===== src/rtl/periph_gate_ctrl.sv =====
module periph_gate_ctrl #(
  parameter int ADDR_W    = 16,
  parameter int SETTLE    = 4,
  parameter logic [ADDR_W-1:0] A_CLK_ON  = 'h0338,
  parameter logic [ADDR_W-1:0] A_CLK_OFF = 'h033C,
  parameter logic [ADDR_W-1:0] A_RST_ON  = 'h0A38,
  parameter logic [ADDR_W-1:0] A_RST_OFF = 'h0A3C,
  parameter logic [ADDR_W-1:0] A_CLK_ST  = 'h531C,
  parameter logic [ADDR_W-1:0] A_RST_ST  = 'h5A1C
) (
  input  logic              clk,
  input  logic              rst_n,
  input  logic              bus_wr,
  input  logic [ADDR_W-1:0] bus_addr,
  input  logic [31:0]       bus_wdata,
  output logic [31:0]       bus_rdata,
  output logic              periph_clk_en,
  output logic              periph_rst
);
  localparam int CNT_W = $clog2(SETTLE + 1);
  localparam logic [1:0] CTRL_INIT = 2'b10;

  logic [1:0] ctrl, stat, hit_set, hit_clr, nxt;
  logic [CNT_W-1:0] cnt [2];

  assign hit_set[0] = bus_wr && bus_wdata[0] && bus_addr == A_CLK_ON;
  assign hit_clr[0] = bus_wr && bus_wdata[0] && bus_addr == A_CLK_OFF;
  assign hit_set[1] = bus_wr && bus_wdata[0] && bus_addr == A_RST_ON;
  assign hit_clr[1] = bus_wr && bus_wdata[0] && bus_addr == A_RST_OFF;

  for (genvar i = 0; i < 2; i++) begin : g_ch
    assign nxt[i] = hit_set[i] ? 1'b1 : (hit_clr[i] ? 1'b0 : ctrl[i]);

    always_ff @(posedge clk or negedge rst_n) begin
      if (!rst_n) begin
        ctrl[i] <= CTRL_INIT[i];
        stat[i] <= CTRL_INIT[i];
        cnt[i]  <= '0;
      end else begin
        ctrl[i] <= nxt[i];
        if (nxt[i] != ctrl[i]) begin
          cnt[i] <= '0;
        end else if (ctrl[i] != stat[i]) begin
          if (cnt[i] == CNT_W'(SETTLE - 1)) begin
            stat[i] <= ctrl[i];
            cnt[i]  <= '0;
          end else begin
            cnt[i] <= cnt[i] + 1'b1;
          end
        end else begin
          cnt[i] <= '0;
        end
      end
    end


    stat_follows_chk: assert property (@(posedge clk) disable iff (!rst_n)
      !$stable(stat[i]) |-> stat[i] == ctrl[i]);


    cnt_bound_chk: assert property (@(posedge clk) disable iff (!rst_n)
      cnt[i] < CNT_W'(SETTLE));
  end

  assign periph_clk_en = ctrl[0];
  assign periph_rst    = ctrl[1];

  always_comb begin
    bus_rdata = '0;
    if (bus_addr == A_CLK_ST) bus_rdata[0] = stat[0];
    if (bus_addr == A_RST_ST) bus_rdata[0] = stat[1];
  end


  clk_on_chk: assert property (@(posedge clk) disable iff (!rst_n)
    bus_wr && bus_wdata[0] && bus_addr == A_CLK_ON |=> periph_clk_en);


  clk_off_chk: assert property (@(posedge clk) disable iff (!rst_n)
    bus_wr && bus_wdata[0] && bus_addr == A_CLK_OFF |=> !periph_clk_en);


  rst_on_chk: assert property (@(posedge clk) disable iff (!rst_n)
    bus_wr && bus_wdata[0] && bus_addr == A_RST_ON |=> periph_rst);


  rst_off_chk: assert property (@(posedge clk) disable iff (!rst_n)
    bus_wr && bus_wdata[0] && bus_addr == A_RST_OFF |=> !periph_rst);


  zero_write_chk: assert property (@(posedge clk) disable iff (!rst_n)
    bus_wr && !bus_wdata[0] |=> $stable(periph_clk_en) && $stable(periph_rst));
endmodule


===== config.mk =====
export PLATFORM = sky130hd
export DESIGN_NAME = periph_gate_ctrl
export DESIGN_NICKNAME = d
export VERILOG_FILES = /design/src/rtl/periph_gate_ctrl.sv
export SDC_FILE = /design/constraint.sdc
export NUM_CORES = 1
export LEC_CHECK = 0
export ABC_CLOCK_PERIOD_IN_PS = 1320
export BUFFER_PORTS_ARGS = -buffer_cell sky130_fd_sc_hd__buf_2
export CAP_MARGIN = 5
export CORE_MARGIN = 3
export CORE_UTILIZATION = 30
export CTS_BUF_LIST = sky130_fd_sc_hd__clkbuf_8
export DETAILED_ROUTE_END_ITERATION = 10
export HOLD_SLACK_MARGIN = 0.1
export PLACE_DENSITY = 0.69
export SETUP_SLACK_MARGIN = 0.02
export SLEW_MARGIN = 10
export SYNTH_ARGS = -nofsm -noshare
export SYNTH_HDL_FRONTEND = slang
export SYNTH_SLANG_ARGS = --single-unit

===== constraint.sdc =====
create_clock -name clk -period 1.32 [get_ports clk]
set_clock_uncertainty 0.2 [all_clocks]
set_input_delay 0.132 -clock clk [delete_from_list [all_inputs] [get_ports clk]]
set_output_delay 0.132 -clock clk [all_outputs]
set_load 0.005 [all_outputs]

==> summary by stage <==
Outcome
The run finished, with violations left. The final reports fail on setup timing.

Detailed routing
The total length of routed wires is 2.26 mm. The pre-antenna-repair detailed-routing pass consisted of 2 iterations. After detailed routing, the number of remaining DRC violations is 0. The per-cell routed wire length is 12.1 µm. The first routing iteration left 5 violations.

The number of vias after detailed routing is 811. The mean number of vias per cell is 4.34. The post-detailed-route count of antenna-violating nets is 0.

CTS
After clock tree synthesis, the clock-pin slew on the worst setup and hold paths is 0.05 ns. In this run the number of H-tree levels came out at 1. The clock passes through at most 2 buffers. The number of clock buffers inserted by TritonCTS is 3. Clock latency on the worst-skew pair, taken at its later pin, is 0.23 ns. The clock tree from TritonCTS is built.

The tree is rooted in a sky130_fd_sc_hd__clkbuf_8. CTS saw 10 sinks.

Power
The static leakage is 0.614 nW. Of the total power, the share spent switching nets is 0.239. The share of power burned in combinational logic is 0.155. The share of total power dissipated in the clock network is 0.427. Internal power comes to 0.561 mW. VDD sags by at most 275 µV. The power consumption is 0.737 mW. The power dissipated by switching net loads is 0.176 mW.

Power spread over the standard cell area amounts to 557 mW/mm². The power share of the sequential group is 0.418.

Timing
The final count of hold timing violations is 0. The final max-slew violation count is 0. Setup slack on the critical path of the routed design comes to -0.106 ns. The time the final worst path needs with I/O delays and setup is 1.43 ns. The number of setup violations in the final report is 6. Setup repair after global routing could not meet its margin everywhere.

For the final routed database, the setup TNS stands at -0.367 ns. Of the available clock period, the critical path in the final layout requires 1.08. The maximum operating frequency is 701 MHz.

Floorplan
The x dimension of the die is 62.4 µm. The die covers 0.00389 mm². For this configuration, the core starts out at a cell density of 0.329. The number of primary I/O pins is 85.

After floorplanning, the core was divided into 19 placement rows. The area of the core is 0.00290 mm². The overall die height is 62.4 µm.

Critical path
The critical path is of the reg2out type. The worst setup path is launched from a flip-flop. The worst-path cell with the longest stage delay is sky130_fd_sc_hd__dfstp_2. The kind of capture point of the worst setup path is a primary output. The required time of the critical path is 0.99 ns. The number of buffer and inverter stages on the critical path is 1. The arrival time at the worst endpoint is 1.09 ns. The maximum single-stage delay on the critical path is 0.55 ns. The cell class contributing the biggest share of worst-path delay is flip-flops. The critical path goes through a22oi_2 > nor3_1 > buf_2.

In this run the worst path has a maximum fanout of 2.

Layout
The layout-stage area growth over the synthesis result is 38.8%. Leaving out fill and tap cells, the most frequent cells in the layout are sky130_fd_sc_hd__conb_1, sky130_fd_sc_hd__buf_2, sky130_fd_sc_hd__buf_4, sky130_fd_sc_hd__dfrtp_1, sky130_fd_sc_hd__buf_6. The number of antenna cells inserted is 0. The count of filler cells inserted in the layout is 296. Once layout is complete, the utilization of the core stands at 0.456. The sequential cells in the finished layout cover a total of 253 µm². Of the cells placed in the final design, the portion with a size suffix greater than 1 is 0.483.

At the end of the flow, the number of nets in the layout was 199. The library cell used most frequently in the layout, excluding fill and tap cells, is sky130_fd_sc_hd__conb_1. The area of combinational cells with multiple inputs is 658 µm².

Global routing
The number of global-route vias before repair is 784. The number of antenna violations at the first check in global routing is 0. The maximum number of pins on one net before global-route repair is 11. In the global route stage, overall resource usage came out at 0.112. Global routing finished with a remaining overflow of 0. The global-route wire length before repair is 3.42 mm.

Logic synthesis
The largest total area in the synthesized netlist belongs to sky130_fd_sc_hd__buf_4. The number of warning messages in the yosys log is 0. In this run, synthesis produced a sequential element count of 10. Ranked by total cell area, the synthesized netlist is headed by sky130_fd_sc_hd__buf_4, sky130_fd_sc_hd__dfrtp_1, sky130_fd_sc_hd__dfstp_2, sky130_fd_sc_hd__nand2b_1, sky130_fd_sc_hd__a21oi_1.

The share of synthesized area in the top cell type comes to 0.244. The count of mapped cells out of synthesis is 102. Each instance of the synthesized netlist takes up on average 9.35 µm². The share of synthesized area occupied by flip-flops and latches is 0.265. Summing every instance area after synthesis gives 953 µm². Counting distinct cell types in the post-synthesis netlist gives 35.

Placement
The placer congestion estimate is 0.733. Input and output buffers added on the ports amount to 22. Summed over all nets, the half-perimeter wirelength after detailed placement is 1.62 mm.

Run
Max-cap violations in this run came to 0.

Hold path
The tightest min-delay check is of the in2async type.
==> cells by family (layout without fill, tap and decap cells) <==
| group | after synthesis | count (layout) | synth area share |
|---|---|---|---|
| buf+inv | 35 | 48 | 0.261 |
| simple gates | 29 | 29 | 0.244 |
| compound gates | 23 | 23 | 0.181 |
| flops | 10 | 10 | 0.265 |
| fa+ha+maj | 2 | 2 | 0.0262 |
| xor+xnor | 2 | 2 | 0.0184 |
| other cells | 1 | 31 | 0.00393 |
==> final cells by class <==
cell class              count  share of cell area
clock buffers               3              0.0312
inverters                   2             0.00567
well taps                  42              0.0397
repair buffers             42               0.233
clock inverters             1             0.00284
flip-flops and latches     10               0.191
multi-input cells          87               0.497
==> registers in the layout, summed over array words and instances, names as in the netlist <==
register       count
periph_clk_en      1
periph_rst         1
stat               2
cnt                6
==> routing by layer <==
metal  GRT usage  share of wire  up-vias
li1            -              -      392
met1       0.119           0.35      375
met2       0.200           0.55       41
met3      0.0324          0.084        3
met4      0.0579          0.015        0
met5           0              0        -
==> through the flow <==
stage          area, µm²  hold WS [ns]  instances  setup slack [ns]
6_report            1320         0.100        187            -0.106
5_1_grt             1320         0.114        187            -0.176
4_1_cts             1230      -0.00187        181            -0.125
3_5_place_dp        1070        -0.195        171            -0.293
3_3_place_gp        1070        -0.200        171            -0.236
2_1_floorplan       1080        -0.364        132           -0.0681
==> cells in the mapped netlist, drive strengths merged <==
library cell,instances
buf,32
dfrtp,8
a21oi,6
nand2b,6
nor2,6
o21ai,4
o31ai,4
a211oi,3
nand2,3
and3,2
dfstp,2
ha,2
inv,2
nor2b,2
nor3,2
nor4bb,2
xnor2,2
a22oi,1
a311o,1
and4,1
and4bb,1
clkbuf,1
conb,1
nand4,1
nand4b,1
nor4,1
o211ai,1
o311a,1
o311ai,1
o41ai,1
or4bb,1
==> power groups by stage <==
stage	sequential, mW	combinational, mW	clock (mW)
6_report	0.308	0.114	0.315
5_1_grt	0.307	0.126	0.355
4_1_cts	0.308	0.107	0.333
3_5_place_dp	0.312	0.0937	0
3_3_place_gp	0.312	0.0897	0
2_1_floorplan	0.312	0.112	0
==> worst register-to-register path: cells and delay by family, from the launching register on <==
kind	cells	cell delay [ns]
AOI/OAI and AO/OA	1	0.29
xor gates and xnor gates	1	0.07
buffers and inverters	1	0.17
DFF	1	0.55
==> final timing paths <==
| check | start | endpoint | slack, ns | depth (start not counted) |
|---|---|---|---|---|
| worst max-delay path | stat[1]$_DFFE_PN1P_ | bus_rdata[0] | -0.11 | 3 |
| worst min-delay path | rst_n | cnt[5]$_DFF_PN0_ | 0.10 | 2 |
| worst max register to register | stat[1]$_DFFE_PN1P_ | cnt[1]$_DFF_PN0_ | -0.07 | 3 |
| worst min register to register | cnt[2]$_DFF_PN0_ | cnt[2]$_DFF_PN0_ | 0.37 | 2 |
| max in group asynchronous | rst_n | stat[1]$_DFFE_PN1P_ | 0.56 | 2 |
| min in group clk | bus_addr[10] | periph_rst$_DFF_PN1_ | 0.11 | 4 |
==> repair_timing <==
item,CTS,global route
hold endpoints to repair,13,0
gates resized for setup,17,10
setup endpoints to repair,11,12
hold buffers,2,0
setup buffers,4,6
pin swaps,13,11
Note: power is estimated with default switching activity, not from simulation.
